--- config.mk ---
export PLATFORM = sky130hd
export DESIGN_NAME = rank_sweep_sorter
export DESIGN_NICKNAME = d
export VERILOG_FILES = /design/src/rtl/rs_sort_pkg.sv /design/src/rtl/rs_plane_store.sv /design/src/rtl/rs_rank_seq.sv /design/src/rtl/rs_plane_stage.sv /design/src/rtl/rank_sweep_sorter.sv
export SDC_FILE = /design/constraint.sdc
export NUM_CORES = 1
export LEC_CHECK = 0
export BUFFER_PORTS_ARGS = -buffer_cell sky130_fd_sc_hd__buf_2
export CAP_MARGIN = 20
export CORE_ASPECT_RATIO = 2
export CORE_MARGIN = 1
export CORE_UTILIZATION = 31
export DETAILED_ROUTE_END_ITERATION = 6
export HOLD_SLACK_MARGIN = 0.15
export PLACE_DENSITY_LB_ADDON = 0.1
export SLEW_MARGIN = 20
export SYNTH_ARGS = -nofsm -noshare
export SYNTH_HDL_FRONTEND = slang
export SYNTH_SLANG_ARGS = --single-unit
--- constraint.sdc ---
create_clock -name clk -period 5.6 [get_ports clk]
set_input_delay 1.12 -clock clk [delete_from_list [all_inputs] [get_ports clk]]
set_output_delay 1.12 -clock clk [all_outputs]
set_load 0.05 [all_outputs]
--- src/rtl/rs_sort_pkg.sv ---
// Package rs_sort_pkg
// Shared types for the rank-sweeping sorter. Holds the run-control state
// encoding used by the top level.
package rs_sort_pkg;

    typedef enum logic [1:0] {
        ST_IDLE = 2'd0,
        ST_LOAD = 2'd1,
        ST_SORT = 2'd2
    } rs_state_e;

endpackage

--- src/rtl/rs_plane_store.sv ---
// Module rs_plane_store
// Holds one bit-plane of the stored word set: bit `plane[i]` belongs to word i.
// The write strobe, index and bit are delayed by DELAY cycles first, so the
// plane is filled exactly when the rank pipeline first reads it.
// Assumes wr_idx < NUM_WORDS whenever wr_en is high.
module rs_plane_store #(
    parameter int NUM_WORDS = 8,
    parameter int DELAY     = 0,
    parameter int IW        = 3
) (
    input  logic                 clk,
    input  logic                 rst_n,
    input  logic                 wr_en,
    input  logic [IW-1:0]        wr_idx,
    input  logic                 wr_bit,
    output logic [NUM_WORDS-1:0] plane
);

    logic          d_en;
    logic [IW-1:0] d_idx;
    logic          d_bit;

    generate
        if (DELAY == 0) begin : g_nodelay
            assign d_en  = wr_en;
            assign d_idx = wr_idx;
            assign d_bit = wr_bit;
        end else begin : g_delay
            logic [DELAY-1:0] en_sr;
            logic [DELAY-1:0] bit_sr;
            logic [IW-1:0]    idx_sr [DELAY];

            // Skew chain: shift the write strobe, index and bit by one stage.
            always_ff @(posedge clk) begin
                if (!rst_n) begin
                    en_sr <= '0;
                end else begin
                    for (int s = DELAY - 1; s > 0; s--) begin
                        en_sr[s] <= en_sr[s-1];
                    end
                    en_sr[0] <= wr_en;
                end
                for (int s = DELAY - 1; s > 0; s--) begin
                    bit_sr[s] <= bit_sr[s-1];
                    idx_sr[s] <= idx_sr[s-1];
                end
                bit_sr[0] <= wr_bit;
                idx_sr[0] <= wr_idx;
            end

            assign d_en  = en_sr[DELAY-1];
            assign d_idx = idx_sr[DELAY-1];
            assign d_bit = bit_sr[DELAY-1];
        end
    endgenerate

    // Storage: write the delayed bit into its word position.
    always_ff @(posedge clk) begin
        if (!rst_n) begin
            plane <= '0;
        end else if (d_en) begin
            plane[d_idx] <= d_bit;
        end
    end

endmodule

--- src/rtl/rs_rank_seq.sv ---
// Module rs_rank_seq
// Issues one rank per cycle for a run of `cnt` words. Ascending runs count
// up from 0 and descending runs count down from cnt-1. `last` marks the final
// rank. Assumes cnt >= 1 and that desc is stable for the whole run.
module rs_rank_seq #(
    parameter int NUM_WORDS = 8,
    parameter int CW        = 4
) (
    input  logic          clk,
    input  logic          rst_n,
    input  logic          start,
    input  logic [CW-1:0] cnt,
    input  logic          desc,
    output logic          v,
    output logic [CW-1:0] k,
    output logic          last
);

    logic [CW-1:0] remain;

    // Rank counter: load the first rank on start, then step toward the last.
    always_ff @(posedge clk) begin
        if (!rst_n) begin
            v      <= 1'b0;
            k      <= '0;
            remain <= '0;
        end else if (start) begin
            v      <= 1'b1;
            k      <= desc ? cnt - 1'b1 : '0;
            remain <= cnt - 1'b1;
        end else if (v) begin
            if (remain == '0) begin
                v <= 1'b0;
            end else begin
                k      <= desc ? k - 1'b1 : k + 1'b1;
                remain <= remain - 1'b1;
            end
        end
    end

    assign last = v && (remain == '0);

    // Consecutive ranks in one ascending run differ by exactly one.
    p_rank_up_r4: assert property (@(posedge clk) disable iff (!rst_n)
        v && $past(v) && !desc && !$past(start) |-> k == $past(k) + 1'b1);

    // Consecutive ranks in one descending run differ by exactly minus one.
    p_rank_down_r5: assert property (@(posedge clk) disable iff (!rst_n)
        v && $past(v) && desc && !$past(start) |-> k == $past(k) - 1'b1);

    // A rank never reaches the set size.
    p_rank_range_r7: assert property (@(posedge clk) disable iff (!rst_n)
        v |-> k < cnt);

endmodule

--- src/rtl/rs_plane_stage.sv ---
// Module rs_plane_stage
// One bit-plane stage of the rank pipeline. It counts the candidate words
// that have a zero in this plane. If the rank residual is below that count,
// the output bit is 0 and the zero-bit words stay candidates. Otherwise the
// bit is 1, the ones stay candidates and the residual is reduced by the
// count. The decided bit is written at BITPOS of the word carried along.
// Assumes the residual is below the number of candidates on entry.
module rs_plane_stage #(
    parameter int NUM_WORDS = 8,
    parameter int WORD_W    = 8,
    parameter int CW        = 4,
    parameter int BITPOS    = 7
) (
    input  logic                 clk,
    input  logic                 rst_n,
    input  logic                 v_in,
    input  logic [CW-1:0]        k_in,
    input  logic [NUM_WORDS-1:0] mask_in,
    input  logic [WORD_W-1:0]    word_in,
    input  logic                 last_in,
    input  logic [NUM_WORDS-1:0] plane,
    output logic                 v_out,
    output logic [CW-1:0]        k_out,
    output logic [NUM_WORDS-1:0] mask_out,
    output logic [WORD_W-1:0]    word_out,
    output logic                 last_out
);

    logic [NUM_WORDS-1:0] zero_cand;
    logic [CW-1:0]        zeros;
    logic                 bit_one;
    logic [WORD_W-1:0]    word_nxt;

    // Zero count: candidates that have a 0 in this plane.
    always_comb begin
        zero_cand = mask_in & ~plane;
        zeros     = '0;
        for (int i = 0; i < NUM_WORDS; i++) begin
            zeros = zeros + CW'(zero_cand[i]);
        end
    end

    // Bit decision and insertion of the bit into the carried word.
    always_comb begin
        bit_one          = (k_in >= zeros);
        word_nxt         = word_in;
        word_nxt[BITPOS] = bit_one;
    end

    // Stage register: pass the narrowed rank state to the next plane.
    always_ff @(posedge clk) begin
        if (!rst_n) begin
            v_out    <= 1'b0;
            last_out <= 1'b0;
        end else begin
            v_out    <= v_in;
            last_out <= v_in && last_in;
        end
        k_out    <= bit_one ? k_in - zeros : k_in;
        mask_out <= bit_one ? (mask_in & plane) : zero_cand;
        word_out <= word_nxt;
    end

    // At least one word stays a candidate, so duplicates are never lost.
    p_candidate_kept_r6: assert property (@(posedge clk) disable iff (!rst_n)
        v_out |-> mask_out != '0);

endmodule

--- src/rtl/rank_sweep_sorter.sv ---
// Module rank_sweep_sorter (top)
// Sorts a set of up to NUM_WORDS unsigned WORD_W-bit words.
// - A request latches the set size and the direction.
// - The words are stored one per strobed cycle into skewed bit-plane stores.
// - A rank sequencer then feeds one rank per cycle into a WORD_W-stage
//   bit-plane pipeline, which yields one sorted word per cycle.
// Assumes sort_req is a single-cycle pulse, and that input words arrive only
// after the request.
module rank_sweep_sorter
    import rs_sort_pkg::*;
#(
    parameter int NUM_WORDS = 8,
    parameter int WORD_W    = 8
) (
    input  logic                              clk,
    input  logic                              rst_n,
    input  logic                              sort_req,
    input  logic                              sort_desc,
    input  logic [$clog2(NUM_WORDS+1)-1:0]    win_size,
    input  logic                              in_valid,
    input  logic [WORD_W-1:0]                 in_data,
    output logic                              sort_active,
    output logic                              out_valid,
    output logic [WORD_W-1:0]                 out_data
);

    localparam int CW = $clog2(NUM_WORDS + 1);
    localparam int IW = (NUM_WORDS > 1) ? $clog2(NUM_WORDS) : 1;

    rs_state_e            state;
    logic [CW-1:0]        cnt_q;
    logic                 desc_q;
    logic [CW-1:0]        load_idx;
    logic [CW-1:0]        eff_cnt;
    logic                 accept;
    logic                 last_accept;
    logic [NUM_WORDS-1:0] win_mask;

    logic                 st_v    [WORD_W+1];
    logic [CW-1:0]        st_k    [WORD_W+1];
    logic [NUM_WORDS-1:0] st_mask [WORD_W+1];
    logic [WORD_W-1:0]    st_word [WORD_W+1];
    logic                 st_last [WORD_W+1];
    logic [NUM_WORDS-1:0] planes  [WORD_W];

    // Size clamp: zero or oversize requests mean the full set.
    always_comb begin
        if (win_size == '0 || win_size > CW'(NUM_WORDS)) begin
            eff_cnt = CW'(NUM_WORDS);
        end else begin
            eff_cnt = win_size;
        end
    end

    assign accept      = (state == ST_LOAD) && in_valid;
    assign last_accept = accept && (load_idx == cnt_q - 1'b1);

    // Run control: idle -> load -> sort -> idle.
    always_ff @(posedge clk) begin
        if (!rst_n) begin
            state    <= ST_IDLE;
            cnt_q    <= '0;
            desc_q   <= 1'b0;
            load_idx <= '0;
        end else begin
            case (state)
                ST_IDLE: begin
                    if (sort_req) begin
                        state    <= ST_LOAD;
                        cnt_q    <= eff_cnt;
                        desc_q   <= sort_desc;
                        load_idx <= '0;
                    end
                end
                ST_LOAD: begin
                    if (last_accept) begin
                        state <= ST_SORT;
                    end else if (accept) begin
                        load_idx <= load_idx + 1'b1;
                    end
                end
                ST_SORT: begin
                    if (st_v[WORD_W] && st_last[WORD_W]) begin
                        state <= ST_IDLE;
                    end
                end
                default: state <= ST_IDLE;
            endcase
        end
    end

    assign sort_active = (state != ST_IDLE);

    // Window mask: words inside the requested set start as candidates.
    always_comb begin
        for (int i = 0; i < NUM_WORDS; i++) begin
            win_mask[i] = (CW'(i) < cnt_q);
        end
    end

    // Plane j holds bit WORD_W-1-j of each word and is written j cycles late.
    generate
        for (genvar j = 0; j < WORD_W; j++) begin : g_store
            rs_plane_store #(
                .NUM_WORDS (NUM_WORDS),
                .DELAY     (j),
                .IW        (IW)
            ) u_store (
                .clk    (clk),
                .rst_n  (rst_n),
                .wr_en  (accept),
                .wr_idx (load_idx[IW-1:0]),
                .wr_bit (in_data[WORD_W-1-j]),
                .plane  (planes[j])
            );
        end
    endgenerate

    rs_rank_seq #(
        .NUM_WORDS (NUM_WORDS),
        .CW        (CW)
    ) u_rank (
        .clk   (clk),
        .rst_n (rst_n),
        .start (last_accept),
        .cnt   (cnt_q),
        .desc  (desc_q),
        .v     (st_v[0]),
        .k     (st_k[0]),
        .last  (st_last[0])
    );

    assign st_mask[0] = win_mask;
    assign st_word[0] = '0;

    // Rank pipeline: stage j decides bit WORD_W-1-j from plane j.
    generate
        for (genvar j = 0; j < WORD_W; j++) begin : g_stage
            rs_plane_stage #(
                .NUM_WORDS (NUM_WORDS),
                .WORD_W    (WORD_W),
                .CW        (CW),
                .BITPOS    (WORD_W - 1 - j)
            ) u_stage (
                .clk      (clk),
                .rst_n    (rst_n),
                .v_in     (st_v[j]),
                .k_in     (st_k[j]),
                .mask_in  (st_mask[j]),
                .word_in  (st_word[j]),
                .last_in  (st_last[j]),
                .plane    (planes[j]),
                .v_out    (st_v[j+1]),
                .k_out    (st_k[j+1]),
                .mask_out (st_mask[j+1]),
                .word_out (st_word[j+1]),
                .last_out (st_last[j+1])
            );
        end
    endgenerate

    assign out_valid = st_v[WORD_W];
    assign out_data  = st_word[WORD_W];

    // Output words only appear inside an active run.
    p_valid_in_run_r8: assert property (@(posedge clk) disable iff (!rst_n)
        out_valid |-> sort_active);

    // Ascending runs never step down.
    p_asc_order_r4: assert property (@(posedge clk) disable iff (!rst_n)
        out_valid && $past(out_valid) && !desc_q |-> out_data >= $past(out_data));

    // Descending runs never step up.
    p_desc_order_r5: assert property (@(posedge clk) disable iff (!rst_n)
        out_valid && $past(out_valid) && desc_q |-> out_data <= $past(out_data));

    // A request during a run leaves the latched size and direction alone.
    p_req_ignored_r9: assert property (@(posedge clk) disable iff (!rst_n)
        sort_active && sort_req |=> $stable(cnt_q) && $stable(desc_q));

    // Loading never writes past the latched set size.
    p_load_bound_r3: assert property (@(posedge clk) disable iff (!rst_n)
        state == ST_LOAD |-> load_idx < cnt_q);

endmodule

# Word-level counts from Yosys, hierarchy flattened
# Memory sizes are Yosys's and may differ from the RTL's.
# Index checks and enable logic that the tools add are counted.
[totals]
regBits = 276
ramBits = 84
inputBits = 17
elab_cells = 296
memories = 7
[classes]
n_addsub = 68
magnitude_cmp = 33
n_eq_ne = 9
n_mux = 58
n_bitwise = 23
n_reduce_logical = 31
[mem_list]
columns = ["memory", "words", "width", "rd", "rd_ports_with_merged_regs", "write_ports", "line_no", "rtl"]
rows = [
  ["g_store[7].u_store.g_delay.idx_sr", 7, 3, 7, 0, 7, "rs_plane_store.sv:31", "logic [IW-1:0] idx_sr [DELAY];"],
  ["g_store[6].u_store.g_delay.idx_sr", 6, 3, 6, 0, 6, "rs_plane_store.sv:31", ""],
  ["g_store[5].u_store.g_delay.idx_sr", 5, 3, 5, 0, 5, "rs_plane_store.sv:31", ""],
  ["g_store[4].u_store.g_delay.idx_sr", 4, 3, 4, 0, 4, "rs_plane_store.sv:31", ""],
  ["g_store[3].u_store.g_delay.idx_sr", 3, 3, 3, 0, 3, "rs_plane_store.sv:31", ""],
  ["g_store[2].u_store.g_delay.idx_sr", 2, 3, 2, 0, 2, "rs_plane_store.sv:31", ""],
  ["+1 memories", "--", "--", "--", "--", "--", "--", ""],
]
[ops]
columns = ["op", "n"]
rows = [
  ["$add 4x1->4", 48],
  ["$and 8x8->8", 15],
  ["$mux 4", 19],
  ["$bwmux 8", 8],
  ["$not 8->8", 8],
  ["$mux 8", 7],
  ["$ge 4x4->1", 8],
  ["$lt 3x4->1 const B", 8],
  ["$sub 4x4->4", 7],
  ["$demux 1 s3", 8],
  ["$ge 3x1->1 const B", 8],
  ["$logic_and 1x1->1", 20],
  ["$add 1x1->2", 8],
  ["$lt 3x4->1 const A", 4],
  ["$ne 2x2->1 const B", 6],
  ["$sub 4x1->4 const B", 3],
  ["$mux 1", 11],
  ["$add 4x1->4 const B", 2],
  ["$logic_not 4->1", 2],
  ["$lt 1x4->1 const A", 2],
  ["$lt 2x4->1 const A", 2],
  ["$pmux 4 s2", 1],
  ["$mux 2", 3],
  ["$pmux 2 s3", 1],
  ["other kinds (10)", 13],
]

# Depth between registers and ports, before layout
# Gate-level depths: netlist of the first run.
[logic_depth]
word_depth = 11
depth_mapped = 19
depth_no_buf = 18

# Hierarchy
# A second synthesis of the first run with hierarchy kept.
[hier_totals]
hier_cells = 1327
hier_area_um2 = 15108.2
[by_module_without_submodules]
columns = ["mod", "n_inst", "cells_each", "area_per_inst_um2", "seq_area_each_um2"]
rows = [
  ["rs_plane_stage (g_stage[0].u_stage ...)", 4, 92, 979.7, 440.4],
  ["rs_plane_stage (g_stage[2].u_stage ...)", 2, 90, 1008.5, 440.4],
  ["rs_plane_stage (g_stage[1].u_stage ...)", 2, 91, 980.9, 440.4],
  ["rs_plane_store (g_store[7].u_store)", 1, 76, 1108.6, 860.8],
  ["rs_plane_store (g_store[6].u_store)", 1, 70, 1002.2, 760.7],
  ["rs_plane_store (g_store[5].u_store)", 1, 64, 895.9, 660.6],
  ["rs_plane_store (g_store[4].u_store)", 1, 58, 789.5, 560.5],
  ["rs_plane_store (g_store[3].u_store)", 1, 52, 683.2, 460.4],
  ["rank_sweep_sorter", 1, 81, 676.9, 220.2],
  ["rs_rank_seq", 1, 76, 639.4, 180.2],
  ["rs_plane_store (g_store[2].u_store)", 1, 46, 576.8, 360.3],
  ["rs_plane_store (g_store[1].u_store)", 1, 40, 470.5, 260.2],
  ["rs_plane_store (g_store[0].u_store)", 1, 34, 367.9, 160.2],
]

# Worst setup path after synthesis of the first run
# Ideal clock, no wire load.
[synth_path]
kind = "register to register"
from = "reg cnt_q[0]"
to = "reg g_stage[0].u_stage.mask_out[3]"
setup_ns = 0.124
arrival_time_ns = 4.755
path_slack_ns = 0.721
stages_incl_launch_ff = 20
n_path_buf = 1
cell_sequence = "dfxtp_1 inv_1 ha_1 o21a_1 nor2_1 ha_1 inv_1 fa_1 inv_1 fa_1 fa_1 inv_1 fa_1 fa_1 a21o_1 a21o_1 a21oi_2 buf_2 xnor2_1 nor2_1"
[synth_between]
elab_chain_len = 11
[synth_lines]
columns = ["element", "line_no", "rtl"]
rows = [
  ["start: declaration", "rank_sweep_sorter.sv:31", "logic [CW-1:0] cnt_q;"],
  ["start signal: assignment", "rank_sweep_sorter.sv:70", "cnt_q <= eff_cnt;"],
  ["$lt 1x4->1", "rank_sweep_sorter.sv:97", "win_mask[i] = (CW'(i) < cnt_q);"],
  ["$and 8x8->8", "rs_plane_stage.sv:36", "zero_cand = mask_in & ~plane;"],
  ["$add 1x1->2", "rs_plane_stage.sv:39", "zeros = zeros + CW'(zero_cand[i]);"],
  ["$add 4x1->4 (6 in series)", "rs_plane_stage.sv:39", ""],
  ["$ge 4x4->1", "rs_plane_stage.sv:45", "bit_one = (k_in >= zeros);"],
  ["$mux 8 (*)", "rs_plane_stage.sv:60", "mask_out <= bit_one ? (mask_in & plane) : zero_cand;"],
  ["end signal: assignment", "rs_plane_stage.sv:60", ""],
  ["end: declaration", "rs_plane_stage.sv:24", "output logic [NUM_WORDS-1:0] mask_out,"],
]
# Every way passes the cells marked *; elsewhere a longest branch is shown, timed or not.
# A chain may end at the register's enable or synchronous reset.

# Final worst setup path of the first run
[layout_path]
from = "reg cnt_q[0]"
to = "reg g_stage[0].u_stage.mask_out[7]"
# The elaborated chain is that of the path after synthesis.

==> flow_summary.ini, run 1 <==
[cts]
cts_htree_levels = 1
number_of_clock_sinks = 276
worstSkewPairLatency_ns = 0.57
clock-root-buffer = clkbuf_16
tritoncts = done
cts_resized = 0
tritoncts.num_buffers = 28
post_cts_buffers = 0
cts_hold_buffers = 0
clock_pin_slew_worst_setup_and_hold_paths_ns = 0.06
clock_tree.buffer_depth = 3

[cells_and_area]
flow.area_growth_from_synthesis_pct = 14.1
final_layout_size_suffix_gt1_share_pct = 8.99
final_net_count = 1279
antenna-diode-count = 0
filler_cell_count = 3909
postLayoutCellArea_sq_mm = 0.0137

[placement]
numPortBuffers = 26
gpl.final_weighted_congestion = 0.738
postPlaceCellArea_sq_mm = 0.0127
dp.final_hpwl_um = 19800

[setup_path]
r2r_slack_ns = 0.52
critical_path_peak_fanout = 14
cp.required_ns = 6.05
worst_r2r_endpoint = g_stage[0].u_stage.mask_out[7]
reg2reg_depth = 19
endpoint_kind = flip-flop
r2r-start = cnt_q[0]
worstSetupStartpoint = cnt_q[0]
critPathKind = flip-flop to flip-flop
crit_arrival_ns = 5.53
worstSetupStartpointType = flip-flop

[synthesis]
post_synth_num_cell_types = 51
synthesis.area_sq_mm = 0.0120
dominantRegCellSynth = dfxtp_1
synth-seq-cells = 276
synthesis.nets = 1248
synth_sequential_area_ratio_pct = 45.9
synth_enable_flop_cells = 0
syn-mean-instance-area_sq_um = 10.7
synth_warnings = 0
syn_inst = 1128
ys_async_sr_fraction_pct = 0

[floorplan]
number_of_placed_i_o_pins = 27
core_area_sq_mm = 0.0382
initial_utilization_pct = 31.6
core.rowCount = 101
die_area_sq_mm = 0.0397
chipHeight_um = 281
die_width_um = 141

[pwr]
vdd.ir_drop.worst_v = 0.000279
p_leak_nw = 5.94
powerDensity_mw_per_mm2 = 481

[sta]
clock.fmax_ghz = 0.197
setup_total_negative_slack_ns = 0
timing.final.setup_violations = 0
finalHoldViolations = 0
worst-slew-pin-transition_ns = 0.786
rsz0062_at_grt = false
relSlewSlack_pct = 47.6
finalMaxSlewViolations = 0
final_period_minus_worst_setup_slack_ns = 5.08
finalCritPeriodShare_pct = 90.7
timing.clock.skew_ns = 0.0189

[route]
route.detailed.wl_per_inst_um = 15.1
remaining_drc_errors = 0
drt-initial-drc-count = 133
detail_route.first_pass.iterations = 4
route.vias.total = 7299
drt_wl_total_um = 25500
postRouteAntennaNets = 0
route.detailed.vias_per_inst = 4.31

[run_status]
outcome = completed

[worst_hold_path]
hold_path.startpoint = g_store[7].u_store.g_delay.bit_sr[3]
hold_path_class = flip-flop to flip-flop
holdPathStages = 0
hold_end = g_store[7].u_store.g_delay.bit_sr[4]

[grt]
grt_use_total_pct = 13.6
antenna_violations_before_repair = 0
grt.overflow.total = 0
first_global_vias = 7743
grt_start_max_net_pins = 85
grt_pass1_wl_um = 40500

[run]
cap_violations = 0
-- Yosys cell counts, types with 2 or more instances --
cell / number / share of area [%]
nand2_1: 44 / 1.4
or2_2: 3 / 0.16
and2_1: 64 / 3.3
o31ai_1: 2 / 0.12
nand3b_1: 4 / 0.25
o21a_1: 4 / 0.25
nand4b_1: 14 / 1.0
and3_1: 8 / 0.42
nor3_2: 2 / 0.17
o211a_1: 3 / 0.25
xnor2_1: 22 / 1.6
nor3b_1: 19 / 1.2
nor2b_1: 112 / 5.8
nand2b_1: 28 / 1.5
ha_1: 63 / 6.5
a21oi_2: 7 / 0.51
nand3_1: 13 / 0.54
xor2_1: 66 / 4.8
fa_1: 40 / 6.6
dfxtp_1: 276 / 46
inv_1: 78 / 2.4
mux2_2: 8 / 0.75
nor2_1: 32 / 1.0
a21o_1: 31 / 1.9
nor3_1: 11 / 0.46
buf_6: 2 / 0.19
nand4_1: 7 / 0.36
clkbuf_1: 23 / 0.72
a211oi_1: 2 / 0.12
mux2i_1: 72 / 6.0
o21ai_0: 22 / 0.91
a21oi_1: 19 / 0.79
buf_2: 9 / 0.37
-- stage by stage --
step,worst slack [ns],util (%),std cells,total power [mW],hold WS (ns)
detailed placement,0.512,33.4,1644,4.72,0.312
CTS,0.482,36.0,1694,6.77,0.322
global route,0.241,36.0,1694,7.14,0.328
finish,0.521,36.0,1694,6.60,0.323
floorplan,0.721,-,1128,4.19,0.310
global placement,0.594,33.4,1644,4.69,0.310
-- per-layer routing --
layer | track usage, % | share of wire, % | wire [um] | vias up
met4 | 6.01 | 3.7 | 932 | 0
met5 | 0 | 0 | 0 | -
met2 | 31.9 | 66 | 16900 | 67
li1 | - | - | - | 3741
met3 | 1.72 | 2.4 | 610 | 43
met1 | 9.79 | 28 | 7120 | 3448
-- flip-flops by register name, summed over array words and instances, names as in the netlist, 2 cells and up --
| register | flops |
|---|---|
| cnt_q | 4 |
| g_stage.u_stage.k_out | 28 |
| g_stage.u_stage.last_out | 8 |
| g_stage.u_stage.mask_out | 56 |
| g_stage.u_stage.v_out | 8 |
| g_stage.u_stage.word_out | 36 |
| g_store.u_store.g_delay.bit_sr | 27 |
| g_store.u_store.g_delay.en_sr | 7 |
| g_store.u_store.g_delay.idx_sr | 21 |
| g_store.u_store.plane | 64 |
| load_idx | 4 |
| state | 2 |
| u_rank.k | 4 |
| u_rank.remain | 4 |
-- worst max-delay path by stage --
stage / slack (ns) / to
2_1_floorplan: 0.72 / g_stage[0].u_stage.mask_out[3]
3_3_place_gp: 0.59 / g_stage[0].u_stage.mask_out[7]
3_5_place_dp: 0.51 / g_stage[0].u_stage.mask_out[7]
4_1_cts: 0.48 / g_stage[0].u_stage.mask_out[7]
5_1_grt: 0.24 / g_stage[0].u_stage.mask_out[7]
6_report: 0.52 / g_stage[0].u_stage.mask_out[7]
-- layout make-up --
type / instances / area (sq um) / area share (%)
clock inverters: 7 / 138 / 1.00
multi-input cells: 739 / 6060 / 44.1
flip-flops and latches: 276 / 5530 / 40.2
repair buffers: 36 / 205 / 1.49
inverters: 78 / 293 / 2.13
clock buffers: 43 / 867 / 6.31
well taps: 515 / 644 / 4.69
-- worst max-delay path, stage by stage (launching register included) --
cell and delay, ns:
dfxtp_1 0.54, inv_1 0.08, ha_1 0.30, o21a_1 0.21, nor2_1 0.11, ha_1 0.14
inv_1 0.05, fa_1 0.53, inv_1 0.06, fa_1 0.50, fa_1 0.45, inv_1 0.08
fa_1 0.45, fa_1 0.45, a21o_1 0.17, a21o_1 0.18, a21oi_2 0.16, buf_4 0.25
xor2_1 0.09, and2_1 0.15
-- cells by family after synthesis --
group	Yosys count	share of synthesized area [%]
DFF	276	45.9
adders and majority gates	103	13.2
and+or+nand+nor	369	18.3
muxes	80	6.73
buffers and inverters	113	3.77
xor gates and xnor gates	90	6.78
AOI/OAI and AO/OA	97	5.39
-- cell usage in the layout, fill, tap and decap left out, types with 10 or more instances in the layout --
master / count
nor2_1: 32
clkbuf_16: 28
buf_2: 26
clkbuf_8: 11
fa_1: 40
ha_1: 63
xnor2_1: 22
nor3_1: 11
xor2_1: 66
nor3b_1: 19
dfxtp_1: 276
nand3_1: 13
a21oi_1: 19
nand2b_1: 28
nor2b_1: 112
mux2i_1: 72
and2_1: 64
buf_4: 10
nand4b_1: 14
nand2_1: 44
o21ai_0: 22
a21o_1: 31
inv_1: 78
-- where the power goes --
part	internal, mW	switching, mW	total [mW]
registers	2.30	0.129	2.43
clock network	1.20	0.802	2.01
logic	0.994	1.18	2.17
total	4.49	2.11	6.60
Note: power is estimated with default switching activity, not from simulation.
==> run 2, diff against run 1 <==
Settings changed: CAP_MARGIN 20 to unset, RECOVER_POWER set to 100.
==> run 2 against run 1 <==
  * The flow now finishes with violations (capacitance limit, slew limit)
  * First-iteration DRC count rose by 6.8%
  * Sequential share of layout area grew 0.19 points
  * Worst hold slack about the same
  * Cell count stayed put
  * Routed wire length is 0.37% higher
  * Clock power is essentially flat
  * Die area unchanged
==> flow_summary.ini, run 2 (synthesis results as in run 1) <==
[cts]
post_cts_buffers = 0
cts_htree_levels = 1
clock_tree.buffer_depth = 3
cts_resized = 0
worstSkewPairLatency_ns = 0.57
number_of_clock_sinks = 276
cts_hold_buffers = 0
tritoncts = done
clock-root-buffer = clkbuf_16
tritoncts.num_buffers = 28
clock_pin_slew_worst_setup_and_hold_paths_ns = 0.06

[pwr]
power.share.switching_pct = 32.0
clk_network_pwr_share_pct = 30.6
power.internal_mw = 4.45
p_leak_nw = 5.86
powerDensity_mw_per_mm2 = 479
sequential_fraction_of_design_power_pct = 37.1
vdd.ir_drop.worst_v = 0.000278
total_switching_power_mw = 2.10
p_comb_share_pct = 32.3

[run]
cap_violations = 1

[setup_path]
critPathKind = flip-flop to flip-flop
crit_arrival_ns = 5.62
r2r_slack_ns = 0.42
timing.critical_path.max_delay_family = adder cells
cells_along_the_critical_path = nor2b_1, ha_1, inv_1, fa_1, inv_1, fa_1, fa_1, inv_1, fa_1, fa_1, a21o_1, a21o_1, a21oi_1, clkbuf_1, mux2_2
worstSetupStartpoint = g_store[4].u_store.plane[1]
cp.required_ns = 6.04
critical_path_s_slowest_cell = clkbuf_1
critPathBufInv = 4
critical_path_peak_fanout = 16
crit_top_cell = fa_1
r2r-start = g_store[4].u_store.plane[1]
worstSetupStartpointType = flip-flop
critical_path.max_stage_delay_ns = 0.71
endpoint_kind = flip-flop

[cells_and_area]
final_net_count = 1279
layout_top_registers = g_store.u_store.plane x64, g_stage.u_stage.mask_out x56, g_stage.u_stage.word_out x36
final_layout_size_suffix_gt1_share_pct = 6.96
antenna-diode-count = 0
flow.area_growth_from_synthesis_pct = 13.5
filler_cell_count = 3925
mostFrequentLayoutCells = dfxtp_1 (276), nor2b_1 (112), inv_1 (78), mux2i_1 (72), xor2_1 (66)
regMostFlops = g_store.u_store.plane
final_common_cell = dfxtp_1
largest_register_ff_count = 64

[route]
route.detailed.vias_per_inst = 4.31
detail_route.first_pass.iterations = 4
drt-initial-drc-count = 142
postRouteAntennaNets = 0
route.detailed.wl_per_inst_um = 15.1
remaining_drc_errors = 0
drt_wl_total_um = 25600
route.vias.total = 7306

[placement]
numPortBuffers = 26
dp.final_hpwl_um = 19800
post_placement_setup_slack_ns = 0.512
gpl.final_weighted_congestion = 0.738

[grt]
first_global_vias = 7743
grt.overflow.total = 0
globalRouteMet1Util_pct = 9.79
grt_use_total_pct = 13.6
grt_start_max_net_pins = 85
grt_pass1_wl_um = 40500
antenna_violations_before_repair = 0
globalRoute.busiestLayer = met2
grtUsageMet3_pct = 1.72
gr-usage-met2_pct = 31.9

[sta]
worst-slew-pin-transition_ns = 3.35
clock.fmax_ghz = 0.193
finalMaxSlewViolations = 85
rsz0062_at_grt = false
relSlewSlack_pct = -123
finalCritPeriodShare_pct = 92.4
timing.final.setup_violations = 0
setup_total_negative_slack_ns = 0
timing.clock.skew_ns = 0.0215
setup_slack_ns = 0.423
finalHoldViolations = 0
worst_hold_slack_ns = 0.323
final_period_minus_worst_setup_slack_ns = 5.18

[floorplan]
die_width_um = 141
chipHeight_um = 281
initial_utilization_pct = 31.6
core.rowCount = 101
core_area_sq_mm = 0.0382
die_area_sq_mm = 0.0397
number_of_placed_i_o_pins = 27

[run_status]
violations = capacitance limit, slew limit
outcome = finished with violations

[worst_hold_path]
hold_path.startpoint = g_store[7].u_store.g_delay.bit_sr[3]
hold_path_class = flip-flop to flip-flop
## run 2: final cells by class
class | instances | area [sq um] | share of cell area (%)
clock buffers | 43 | 867 | 6.34
clock inverters | 7 | 138 | 1.01
well taps | 515 | 644 | 4.71
multi-input cells | 739 | 6030 | 44.1
inverters | 78 | 293 | 2.14
repair buffers | 36 | 178 | 1.30
flip-flops and latches | 276 | 5530 | 40.4
## run 2: metrics by stage
stage / power (mW) / instance area (sq um) / instances / utilization [%]
finish: 6.55 / 13700 / 1694 / 35.8
detailed placement: 4.72 / 12700 / 1644 / 33.4
CTS: 6.77 / 13700 / 1694 / 36.0
global route: 7.08 / 13700 / 1694 / 35.8
floorplan: 4.19 / 12000 / 1128 / -
global placement: 4.69 / 12700 / 1644 / 33.4
## run 2: worst paths after layout
check / endpoint / cells after the start
setup reg to reg: g_stage[4].u_stage.k_out[1] / 15
hold reg to reg: g_store[7].u_store.g_delay.bit_sr[4] / 0
setup / recovery: g_stage[4].u_stage.k_out[1] / 15
hold / removal: g_store[7].u_store.g_delay.bit_sr[4] / 0
## run 2: power groups by stage
stage          logic, mW  registers (mW)  clock network (mW)
2_1_floorplan       1.66            2.52                   0
3_3_place_gp        2.21            2.48                   0
3_5_place_dp        2.24            2.48                   0
4_1_cts             2.25            2.43                2.09
5_1_grt             2.45            2.47                2.16
6_report            2.11            2.43                2.01
## run 2: per-layer routing
metal	part of all wire, %	vias up
met1	28	3454
met4	3.7	0
li1	-	3741
met5	0	-
met2	66	67
met3	2.4	44
==> run 3, diff against run 2 <==
Settings changed: TNS_END_PERCENT set to 20.
Clock period 5.6 ns to 4.7 ns, I/O delays scaled along.
==> run 3 against run 2 <==
  * The run still ends with capacitance limit, slew limit left
  * Critical path depth unchanged
  * Clock skew up 0.0055 ns
  * Fmax up 15%
  * Register-to-register slack worse by 0.23 ns
  * Worst hold slack worse by 0.0013 ns
  * Core utilization up 0.92 points
  * Cell area up 2.6%
  * Critical endpoint is now g_stage[6].u_stage.k_out[1]
==> flow_summary.ini, run 3 (synthesis results as in run 1) <==
[pwr]
post-layout-total-power_mw = 8.21
powerDensity_mw_per_mm2 = 585
p_leak_nw = 6.03
vdd.ir_drop.worst_v = 0.000334

[sta]
relSlewSlack_pct = -50.2
timing.clock.skew_ns = 0.0270
setup_total_negative_slack_ns = 0
clock.fmax_ghz = 0.222
rsz0062_at_grt = true
finalMaxSlewViolations = 56
worst-slew-pin-transition_ns = 2.25
setup_slack_ns = 0.197
final_period_minus_worst_setup_slack_ns = 4.50
finalCritPeriodShare_pct = 95.8
timing.final.setup_violations = 0
finalHoldViolations = 0

[run_status]
outcome = finished with violations
violations = capacitance limit, slew limit

[placement]
post_placement_setup_slack_ns = -0.0140
post-place-cells = 1670
gpl.final_weighted_congestion = 0.758
numPortBuffers = 26
postPlaceCellArea_sq_mm = 0.0130
dp.final_hpwl_um = 20200

[setup_path]
cp.required_ns = 5.13
worstSetupStartpointType = flip-flop
reg2reg_depth = 15
critPathKind = flip-flop to flip-flop
endpoint_kind = flip-flop
crit_top_cell = fa_1
crit_arrival_ns = 4.93
critical_path.max_stage_delay_ns = 0.57
critical_path_s_slowest_cell = fa_1
cells_along_the_critical_path = nor2b_1, ha_1, inv_1, fa_1, inv_1, fa_1, fa_1, inv_1, fa_1, fa_1, a21o_1, a21o_1, a21oi_2, buf_4, mux2_2
critical_path_peak_fanout = 5

[floorplan]
die_area_sq_mm = 0.0397
die_width_um = 141
number_of_placed_i_o_pins = 27
initial_utilization_pct = 31.6
core_area_sq_mm = 0.0382
core.rowCount = 101
chipHeight_um = 281

[cells_and_area]
final_layout_size_suffix_gt1_share_pct = 10.6
mostFrequentLayoutCells = dfxtp_1 (274), nor2b_1 (112), inv_1 (77), mux2i_1 (72), xor2_1 (66)
final_net_count = 1304
regMostFlops = g_store.u_store.plane
flow.area_growth_from_synthesis_pct = 16.5
final_common_cell = dfxtp_1
layout_top_registers = g_store.u_store.plane x64, g_stage.u_stage.mask_out x56, g_stage.u_stage.word_out x36
stdcell_count = 1720
antenna-diode-count = 0
largest_register_ff_count = 64
postLayoutCellArea_sq_mm = 0.0140

[grt]
antenna_violations_before_repair = 0
grt_use_total_pct = 13.7
first_global_vias = 7924
grt.overflow.total = 0
grt_pass1_wl_um = 40900
grt_start_max_net_pins = 56

[cts]
tritoncts = done
clock-root-buffer = clkbuf_16
post_cts_buffers = 0
cts_htree_levels = 1
clock_tree.buffer_depth = 3
clock_pin_slew_worst_setup_and_hold_paths_ns = 0.06
number_of_clock_sinks = 276
worstSkewPairLatency_ns = 0.56
tritoncts.num_buffers = 27

[worst_hold_path]
hold_path_class = flip-flop to flip-flop
holdPathStages = 0

[route]
detail_route.first_pass.iterations = 4
remaining_drc_errors = 0
route.vias.total = 7403
drt-initial-drc-count = 113
route.detailed.vias_per_inst = 4.30
drt_wl_total_um = 26100
postRouteAntennaNets = 0
route.detailed.wl_per_inst_um = 15.1

[run]
cap_violations = 1
run 3: cell types whose count changed in the layout (fill, tap and decap cells not counted), moves of 5 or more:
cell,before,now
a21oi_1,26,19
bufinv_16,3,8
buf_4,6,24
buf_6,0,5
clkbuf_8,11,4
and2_1,23,29
and2_0,41,35
run 3: worst paths after layout:
path	endpoint	slack [ns]	startpoint
worst max-delay path	g_stage[6].u_stage.k_out[1]	0.20	g_store[6].u_store.plane[0]
worst min-delay path	g_stage[2].u_stage.word_out[6]	0.32	g_stage[1].u_stage.word_out[6]
worst max register to register	g_stage[6].u_stage.k_out[1]	0.20	g_store[6].u_store.plane[0]
worst min register to register	g_stage[2].u_stage.word_out[6]	0.32	g_stage[1].u_stage.word_out[6]
run 3: layout make-up:
class / instances / area, sq um
inverter: 78 / 293
multi-input combinational: 739 / 6110
fill: 3933 / 24100
clock inverter: 17 / 298
sequential: 276 / 5530
tap: 515 / 644
clock buffer: 33 / 738
timing repair buffer: 62 / 413
run 3: worst max-delay path, delay by kind of cell, from the launching register on:
| family | cells | cell delay (ns) |
|---|---|---|
| adder cells (fa/ha/maj) | 6 | 2.74 |
| AO/OA/AOI/OAI | 3 | 0.51 |
| flip-flops | 1 | 0.37 |
| buffers and inverters | 4 | 0.37 |
| multiplexers | 1 | 0.32 |
| AND/OR/NAND/NOR | 1 | 0.07 |
run 3: power breakdown:
| part | switching [mW] | leakage [nW] | internal, mW |
|---|---|---|---|
| sequential | 0.155 | 2.26 | 2.74 |
| combinational | 1.47 | 3.26 | 1.33 |
| clock | 0.954 | 0.505 | 1.56 |
run 3: stage by stage:
step / hold WS, ns / utilization, %
finish: 0.322 / 36.8
floorplan: 0.310 / -
CTS: 0.323 / 36.7
detailed placement: 0.312 / 34.0
global placement: 0.310 / 34.0
global route: 0.331 / 36.8
run 3: routing by layer:
layer  share of wire (%)  track usage [%]  vias to the layer above
li1                    -                -                     3790
met1                  29             9.62                     3496
met2                  65             32.3                       68
met3                 2.1             1.58                       49
met4                 4.2             6.67                        0
met5                   0                0                        -
run 3: repair_timing:
action | in CTS | in global routing
pin swaps | 1 | 5
endpoints found under the setup margin | 8 | 41
hold buffers | 0 | 0
gates resized for setup | 1 | 17
gates cloned | 0 | 0
